<file path="config.mk">
export PLATFORM = sky130hd
export DESIGN_NAME = nor_cmd_decoder
export DESIGN_NICKNAME = d
export VERILOG_FILES = /design/src/rtl/nor_cmd_pkg.sv /design/src/rtl/nor_addr_scaler.sv /design/src/rtl/nor_seq_fsm.sv /design/src/rtl/nor_reg_readout.sv /design/src/rtl/nor_cmd_decoder.sv
export SDC_FILE = /design/constraint.sdc
export NUM_CORES = 1
export LEC_CHECK = 0
export BUFFER_PORTS_ARGS = -buffer_cell sky130_fd_sc_hd__buf_2
export CAP_MARGIN = 20
export CORE_MARGIN = 3
export CORE_UTILIZATION = 45
export DETAILED_ROUTE_END_ITERATION = 7
export HOLD_SLACK_MARGIN = 0.03
export MAX_ROUTING_LAYER = met4
export PLACE_DENSITY = 0.83
export REMOVE_ABC_BUFFERS = 1
export SETUP_SLACK_MARGIN = 0.02
export SLEW_MARGIN = 30
export SYNTH_ARGS = -nofsm -noshare
export SYNTH_HDL_FRONTEND = slang
export SYNTH_HIERARCHICAL = 1
export SYNTH_SLANG_ARGS = --single-unit
export TNS_END_PERCENT = 30
</file>
<file path="constraint.sdc">
create_clock -name clk -period 2.37 [get_ports clk]
set_input_delay 0.1185 -clock clk [delete_from_list [all_inputs] [get_ports clk]]
set_output_delay 0.1185 -clock clk [all_outputs]
set_load 0.02 [all_outputs]
</file>
<file path="src/rtl/nor_cmd_pkg.sv">
package nor_cmd_pkg;

    localparam int CMP_BITS = 11;

    typedef enum logic [1:0] {
        MODE_ARRAY = 2'b00,
        MODE_IDENT = 2'b01,
        MODE_QUERY = 2'b10
    } flash_mode_e;

    typedef enum logic [1:0] {
        SEQ_IDLE   = 2'b00,
        SEQ_GOT_AA = 2'b01,
        SEQ_GOT_55 = 2'b10
    } seq_stage_e;

    localparam logic [7:0] CMD_UNLOCK1 = 8'hAA;
    localparam logic [7:0] CMD_UNLOCK2 = 8'h55;
    localparam logic [7:0] CMD_AUTOSEL = 8'h90;
    localparam logic [7:0] CMD_QUERY   = 8'h98;
    localparam logic [7:0] CMD_RESET   = 8'hF0;

    localparam logic [CMP_BITS-1:0] QUERY_KEY = 11'h055;

    typedef struct packed {
        logic                valid;
        logic [CMP_BITS-1:0] key;
        logic [7:0]          cmd;
    } wr_cycle_t;

    function automatic logic [1:0] width_shift(input logic [1:0] sel);
        case (sel)
            2'b01:   return 2'd1;
            2'b10:   return 2'd2;
            default: return 2'd0;
        endcase
    endfunction

endpackage

</file>
<file path="src/rtl/nor_addr_scaler.sv">
module nor_addr_scaler
    import nor_cmd_pkg::*;
#(
    parameter int ADDR_W = 20
) (
    input  logic [ADDR_W-1:0] byte_addr,
    input  logic [1:0]        width_sel,
    output logic [ADDR_W-1:0] word_addr
);

    always_comb begin
        case (width_shift(width_sel))
            2'd1:    word_addr = byte_addr >> 1;
            2'd2:    word_addr = byte_addr >> 2;
            default: word_addr = byte_addr;
        endcase
    end

endmodule

</file>
<file path="src/rtl/nor_seq_fsm.sv">
module nor_seq_fsm
    import nor_cmd_pkg::*;
#(
    parameter int UNLOCK_A = 32'h5555,
    parameter int UNLOCK_B = 32'h2AAA
) (
    input  logic        clk,
    input  logic        rst,
    input  wr_cycle_t   wcyc,
    output flash_mode_e mode_q,
    output seq_stage_e  stage_q
);

    localparam logic [CMP_BITS-1:0] KEY_A = CMP_BITS'(UNLOCK_A & ((1 << CMP_BITS) - 1));
    localparam logic [CMP_BITS-1:0] KEY_B = CMP_BITS'(UNLOCK_B & ((1 << CMP_BITS) - 1));

    flash_mode_e mode_d;
    seq_stage_e  stage_d;
    logic        hit_a, hit_b;

    assign hit_a = (wcyc.key == KEY_A);
    assign hit_b = (wcyc.key == KEY_B);

    always_comb begin
        mode_d  = mode_q;
        stage_d = stage_q;
        if (wcyc.valid) begin
            if (wcyc.cmd == CMD_RESET) begin
                mode_d  = MODE_ARRAY;
                stage_d = SEQ_IDLE;
            end else if (wcyc.cmd == CMD_QUERY && wcyc.key == QUERY_KEY) begin
                mode_d  = MODE_QUERY;
                stage_d = SEQ_IDLE;
            end else begin
                case (stage_q)
                    SEQ_IDLE:
                        stage_d = (hit_a && wcyc.cmd == CMD_UNLOCK1) ? SEQ_GOT_AA : SEQ_IDLE;
                    SEQ_GOT_AA:
                        stage_d = (hit_b && wcyc.cmd == CMD_UNLOCK2) ? SEQ_GOT_55 : SEQ_IDLE;
                    SEQ_GOT_55: begin
                        stage_d = SEQ_IDLE;
                        if (hit_a && wcyc.cmd == CMD_AUTOSEL)
                            mode_d = MODE_IDENT;
                    end
                    default:
                        stage_d = SEQ_IDLE;
                endcase
            end
        end
    end

    always_ff @(posedge clk) begin
        if (rst) begin
            mode_q  <= MODE_ARRAY;
            stage_q <= SEQ_IDLE;
        end else begin
            mode_q  <= mode_d;
            stage_q <= stage_d;
        end
    end


    a_r1_reset_state: assert property (@(posedge clk)
        rst |=> (mode_q == MODE_ARRAY && stage_q == SEQ_IDLE));


    a_r6_reset_cmd: assert property (@(posedge clk) disable iff (rst)
        (wcyc.valid && wcyc.cmd == CMD_RESET) |=> (mode_q == MODE_ARRAY && stage_q == SEQ_IDLE));


    a_r11_mode_hold: assert property (@(posedge clk) disable iff (rst)
        !wcyc.valid |=> $stable(mode_q));


    a_r4_ident_needs_prefix: assert property (@(posedge clk) disable iff (rst)
        (wcyc.valid && stage_q != SEQ_GOT_55 && mode_q != MODE_IDENT) |=> (mode_q != MODE_IDENT));


    a_r5_break_idles: assert property (@(posedge clk) disable iff (rst)
        (wcyc.valid && stage_q == SEQ_GOT_AA && !(hit_b && wcyc.cmd == CMD_UNLOCK2))
        |=> (stage_q == SEQ_IDLE));


    a_r7_query_entry: assert property (@(posedge clk) disable iff (rst)
        (wcyc.valid && wcyc.cmd == CMD_QUERY && wcyc.key == QUERY_KEY)
        |=> (mode_q == MODE_QUERY && stage_q == SEQ_IDLE));

endmodule

</file>
<file path="src/rtl/nor_reg_readout.sv">
module nor_reg_readout
    import nor_cmd_pkg::*;
#(
    parameter int          ADDR_W = 20,
    parameter int          DATA_W = 16,
    parameter logic [15:0] MFR_ID = 16'h00BF,
    parameter logic [15:0] DEV_ID = 16'h236D
) (
    input  flash_mode_e       mode,
    input  logic [ADDR_W-1:0] word_addr,
    output logic              rd_sel,
    output logic [DATA_W-1:0] rd_data
);

    function automatic logic [DATA_W-1:0] query_word(input logic [ADDR_W-1:0] idx);
        case (idx)
            ADDR_W'(16'h10): return DATA_W'(8'h51);
            ADDR_W'(16'h11): return DATA_W'(8'h52);
            ADDR_W'(16'h12): return DATA_W'(8'h59);
            default:         return '0;
        endcase
    endfunction

    function automatic logic [DATA_W-1:0] ident_word(input logic [ADDR_W-1:0] idx);
        if (idx == ADDR_W'(0))      return DATA_W'(MFR_ID);
        else if (idx == ADDR_W'(1)) return DATA_W'(DEV_ID);
        else                        return '0;
    endfunction

    always_comb begin
        rd_sel  = 1'b0;
        rd_data = '0;
        case (mode)
            MODE_IDENT: begin
                rd_sel  = 1'b1;
                rd_data = ident_word(word_addr);
            end
            MODE_QUERY: begin
                rd_sel  = 1'b1;
                rd_data = query_word(word_addr);
            end
            default: begin
                rd_sel  = 1'b0;
                rd_data = '0;
            end
        endcase
    end

endmodule

</file>
<file path="src/rtl/nor_cmd_decoder.sv">
module nor_cmd_decoder
    import nor_cmd_pkg::*;
#(
    parameter int          ADDR_W   = 20,
    parameter int          DATA_W   = 16,
    parameter int          UNLOCK_A = 32'h5555,
    parameter int          UNLOCK_B = 32'h2AAA,
    parameter logic [15:0] MFR_ID   = 16'h00BF,
    parameter logic [15:0] DEV_ID   = 16'h236D
) (
    input  logic              clk,
    input  logic              rst,
    input  logic              wr_en,
    input  logic [ADDR_W-1:0] wr_addr,
    input  logic [DATA_W-1:0] wr_data,
    input  logic [1:0]        width_sel,
    input  logic [ADDR_W-1:0] rd_addr,
    output logic [1:0]        mode,
    output logic              rd_sel,
    output logic [DATA_W-1:0] rd_data
);

    localparam int CMD_W = 8;

    logic [ADDR_W-1:0] wr_word, rd_word;
    wr_cycle_t         wcyc;
    flash_mode_e       mode_q;
    seq_stage_e        stage_q;

    nor_addr_scaler #(.ADDR_W(ADDR_W)) u_wr_scale (
        .byte_addr (wr_addr),
        .width_sel (width_sel),
        .word_addr (wr_word)
    );

    nor_addr_scaler #(.ADDR_W(ADDR_W)) u_rd_scale (
        .byte_addr (rd_addr),
        .width_sel (width_sel),
        .word_addr (rd_word)
    );

    // High word-address bits and high data bits take no part in command decoding.
    logic unused_wr_hi;
    generate
        if (DATA_W > CMD_W) begin : g_wide_data
            assign unused_wr_hi = ^{wr_word[ADDR_W-1:CMP_BITS], wr_data[DATA_W-1:CMD_W]};
        end else begin : g_byte_data
            assign unused_wr_hi = ^wr_word[ADDR_W-1:CMP_BITS];
        end
    endgenerate

    assign wcyc.valid = wr_en;
    assign wcyc.key   = wr_word[CMP_BITS-1:0];
    assign wcyc.cmd   = wr_data[CMD_W-1:0];

    nor_seq_fsm #(.UNLOCK_A(UNLOCK_A), .UNLOCK_B(UNLOCK_B)) u_fsm (
        .clk     (clk),
        .rst     (rst),
        .wcyc    (wcyc),
        .mode_q  (mode_q),
        .stage_q (stage_q)
    );

    nor_reg_readout #(
        .ADDR_W (ADDR_W),
        .DATA_W (DATA_W),
        .MFR_ID (MFR_ID),
        .DEV_ID (DEV_ID)
    ) u_rd (
        .mode      (mode_q),
        .word_addr (rd_word),
        .rd_sel    (rd_sel),
        .rd_data   (rd_data)
    );

    assign mode = mode_q;


    a_r10_array_quiet: assert property (@(posedge clk) disable iff (rst)
        (mode == 2'b00) |-> (!rd_sel && rd_data == '0));

endmodule

</file>
# Word level (Yosys, flattened, before mapping)
# Cells that the tools add are included.
# word_totals
regBits	4
in_bits	61
out_inout_bits	19
wordCells	49
# classes
n_eq_ne	20
mux	17
n_reduce_logical	10
# op_table
cell	count
== test 20 x 5 -> 1 bit, second input constant	3
one-hot mux 20 bit (2 select lines)	1
== test 8 bit, second input constant	4
one-hot mux 16 bit (2 select lines)	1
one-hot mux 11 bit (2 select lines)	1
one-hot mux 7 bit (3 select lines)	1
== test 20 x 1 -> 1 bit, second input constant	1
logical NOT 20 bit	1
2-to-1 mux 16 bit	1
2-to-1 mux 14 bit	1
2-to-1 mux 2 bit	7
== test 11 x 10 -> 1 bit, second input constant	1
== test 11 bit, second input constant	1
== test 11 x 7 -> 1 bit, second input constant	1
== test 2 x 1 -> 1 bit, second input constant	4
== test 2 bit, second input constant	4
== test 8 x 7 -> 1 bit, second input constant	1
one-hot mux 2 bit (2 select lines)	2
nonzero test 3 bit	2
logical AND 1 bit	4
AND reduction 3 bit	1
logical NOT 2 bit	1
2-to-1 mux 1 bit	2
OR reduction 2 bit	1

# Longest topological paths before layout
# depth
ltp_word	10
depth_mapped	10
depth_no_buf	8

# Modules after synthesis
# The synthesis kept the hierarchy.
# by_module_without_submodules
module	instances	cells_each	area_per_inst_um2	seq_area_each_um2
nor_addr_scaler	2	70	421.7	0.0
nor_seq_fsm	1	36	320.3	80.1
nor_reg_readout	1	41	271.5	0.0

# Worst setup path before layout
# No wires, ideal clock.
# synth_path
path_kind	input -> output
from	input port width_sel[0]
to	output port rd_data[13]
arrival_ps	2503
required_ps	2251
path_slack_ps	-252
path_stages	10
n_path_buf	3
cell_sequence	inv_1 > ha_1 > buf_4 > buf_4 > nand2_1 > o21ai_1 > nor4_1 > nand3_1 > nor4_1 > buf_4
# synth_via
elab_chain_len	8
word_cells_on_any_way	11
classes_between	5 x eq/ne; 5 x mux; 1 x reduce/logical
# synth_lines
element	line	source
start: declaration	nor_cmd_decoder.sv:16	input logic [1:0] width_sel,
== test 2 bit or == test 2 x 1 -> 1 bit (tied branches)	nor_cmd_pkg.sv:32	case (sel)
one-hot mux 2 bit (2 select lines) *	nor_cmd_pkg.sv:32	
== test 2 bit or == test 2 x 1 -> 1 bit (tied branches)	nor_addr_scaler.sv:12	case (width_shift(width_sel))
one-hot mux 20 bit (2 select lines) *	nor_addr_scaler.sv:12	
via rd_word[6]	nor_cmd_decoder.sv:25	logic [ADDR_W-1:0] wr_word, rd_word;
== test 20 x 1 -> 1 bit	nor_reg_readout.sv:26	else if (idx == ADDR_W'(1)) return DATA_W'(DEV_ID);
2-to-1 mux 14 bit	nor_reg_readout.sv:26	
2-to-1 mux 16 bit *	nor_reg_readout.sv:25	if (idx == ADDR_W'(0)) return DATA_W'(MFR_ID);
one-hot mux 16 bit (2 select lines) *	nor_reg_readout.sv:33	case (mode)
end: declaration	nor_cmd_decoder.sv:20	output logic [DATA_W-1:0] rd_data
# Mark *: on every way through the listed nets, which the timed path passes. The rest lies on a longest branch.

# Worst setup path in the final report
# layout_path
from	input port width_sel[0]
to	output port rd_data[2]
# The elaborated chain is that of the path after synthesis.

==> out/summary.md <==
## Outcome
* run status: completed

## Floorplanning
* DIE AREA: 3580 µm²
* Die Height: 59.8 µm
* number of cell rows: 18
* Die X-Extent: 59.8 µm
* number of ports placed on the die boundary: 80
* initial cell density of the core: 49.9%
* core footprint: 2610 µm²

## Placement
* worst slack after detailed placement: 0.0873 ns
* routability cong.: 0.937
* cell area reported after detailed placement: 1540 µm²
* number of buffers inserted by port buffering: 59
* Inst Count DP: 270
* DP HPWL: 2.60 mm

## Setup path
* Critical Path Sink Type: output pin
* Critical Path RT: 2.25 ns
* worst-path cell chain: buf_2, inv_1, ha_2, buf_12, o21ai_0, nor4_1, nand3_1, buf_4, nor3_1, buf_2
* Critical Path Max Stage Delay: 0.33 ns
* reg-to-reg critical path startpoint: u_fsm/stage_q[1]
* cell family with most CP delay: buffers and inverters
* startpoint type of the worst setup path: primary input
* arrival time worst endpoint: 2.00 ns
* critical path start-end classification: in2out
* FF-to-FF setup slack: 1.17 ns
* Worst Reg2Reg Path Length in Cells: 4
* dominant cell type by count on the critical path: sky130_fd_sc_hd__buf_2
* largest driver fanout on the critical path: 39
* cell with the biggest individual delay on the critical path: sky130_fd_sc_hd__ha_2
* crit path buf inv count: 5
* Crit. Startpoint: width_sel[0]
* capture point of the worst reg-to-reg path: u_fsm/stage_q[1]

## STA
* accumulated negative setup slack: 0 ns
* worst-case headroom to the max-slew limit: 61.5%
* skew final: 0.00430 ns
* final number of hold-violating endpoints: 0
* number of slew-limit violations in the final report: 0
* unrepaired setup endpoints after global routing: no
* post-route worst setup slack: 0.255 ns
* number of setup violations in the final report: 0
* min cycle time layout: 2.12 ns
* share of the clock period used by the worst path: 89.3%
* worst hold margin: 0.0825 ns
* maximum clock frequency: 473 MHz
* pin slew with the least headroom to its limit: 0.578 ns

## Route
* number of antenna-violating nets in the routed design: 0
* first-pass iteration count of the detailed router: 5
* number of vias per cell after detailed routing: 5.83
* drt wl/cell: 11.8 µm
* total wirelength of the detailed-routed design: 3.22 mm
* DRC Markers: 0
* Via Count: 1591
* Iter 0 DRT Violations: 137

## Power
* ratio of total power to cell area: 250 nW/µm²
* Pleak: 0.000704 µW
* Sw Ratio: 41.0%
* Int Power: 231 µW
* share of power burned in the clock network: 20.9%
* Peak VDD IR: 0.413 mV
* net switching power: 161 µW
* proportion of power drawn by flip-flops and latches: 17.3%
* combinational fraction of design power: 61.8%

## Yosys
* synth warn: 6
* Post-Synthesis Mean Instance Area: 6.78 µm²
* Netlist Area Pre-Place: 1300 µm²
* Mapped Cells: 192

## Min path
* number of cells on the worst hold path: 2
* sink of the worst hold path: u_fsm/stage_q[1]
* start point of the worst hold path: rst
* class of the most critical hold timing path: in2reg

## Clock network
* number of buffers on the longest clock path: 2
* post-CTS setup-driven buffer insertion count: 0
* root cell of the clock tree: sky130_fd_sc_hd__clkbuf_4
* number of buffers added by the clock tree synthesis step: 3
* number of clock sinks: 4
* clock tree from TritonCTS: yes
* later-pin clock latency in the skew report: 0.23 ns
* clock-pin slew reported for the worst setup and hold paths after clock tree synthesis: 0.03 ns
* deepest level of the CTS H-tree: 1

## Final layout
* area added between synthesis and finish: 20.7%
* post-route cell area: 1570 µm²
* fraction of final layout cells sized beyond drive strength 1: 33.3%
* post-layout instance count excluding filler cells: 273
* number of inserted diodes: 0
* final-stage net count: 312

## Global routing
* maximum number of pins on one net before global-route repair: 40
* global-route usage over all layers: 18.4%
* global-route congestion overflow total: 0
* vias in the first global route: 1277
* wire length of the first global-routing pass: 5.31 mm
* number of antenna violations at the first check in global routing: 0

## Run
* number of max-cap violations: 0

-- metrics by stage --
stage | utilization (%) | power, µW
detailed placement | 59.0 | 308
finish | 60.2 | 392
global route | 60.2 | 437
CTS | 59.8 | 394
global placement | 59.0 | 303
floorplan | - | 206
-- routing by layer --
layer | global-route usage [%] | part of all wire [%] | vias up
li1 | - | - | 811
met1 | 25.0 | 44 | 702
met2 | 30.2 | 47 | 78
met3 | 3.02 | 9.8 | 0
met4 | 0.316 | 0 | 0
met5 | - | 0 | -
-- how the worst max path moves through the flow --
stage / depth (start not counted) / slack, ns / to
after global routing: 10 / 0.006 / rd_data[2]
final: 10 / 0.25 / rd_data[2]
after CTS: 8 / 0.08 / rd_data[9]
after global placement: 10 / 0.15 / rd_data[4]
after floorplan: 6 / -1.21 / rd_data[13]
after detailed placement: 8 / 0.09 / rd_data[9]
-- power groups by stage --
stage          sequential [µW]  clock [µW]  combinational [µW]
2_1_floorplan             68.7           0                 137
3_3_place_gp              68.7           0                 234
3_5_place_dp              68.7           0                 239
4_1_cts                   67.7        86.7                 240
5_1_grt                   67.6        95.7                 274
6_report                  67.7        82.1                 243
-- state kept, by name (all words and copies together), names as in the netlist --
name / count
u_fsm/stage_q: 2
u_fsm/mode_q: 2
-- area by class of cell --
type                    instances  area, µm²
clock buffers                   3       22.5
fillers                       255       1040
inverters                       9       33.8
multi-input cells             158       1000
flip-flops and latches          4       80.1
well taps                      30       37.5
repair buffers                 69        395
-- cells in the final DEF, fill, tap and decap left out, types with 4 or more instances in the layout --
cell type / instances
sky130_fd_sc_hd__a22oi_1: 27
sky130_fd_sc_hd__buf_2: 59
sky130_fd_sc_hd__buf_4: 8
sky130_fd_sc_hd__conb_1: 5
sky130_fd_sc_hd__dfxtp_1: 4
sky130_fd_sc_hd__ha_1: 5
sky130_fd_sc_hd__inv_1: 9
sky130_fd_sc_hd__nand2_1: 34
sky130_fd_sc_hd__nor4_1: 6
sky130_fd_sc_hd__o21ai_0: 7
sky130_fd_sc_hd__o21ai_1: 23
-- repair_timing --
action | 4_1_cts | 5_1_grt
hold buffers | 0 | 0
resized for setup | 0 | 2
setup endpoints to repair | 0 | 11
No activity file was read; power rests on OpenSTA's default activity.
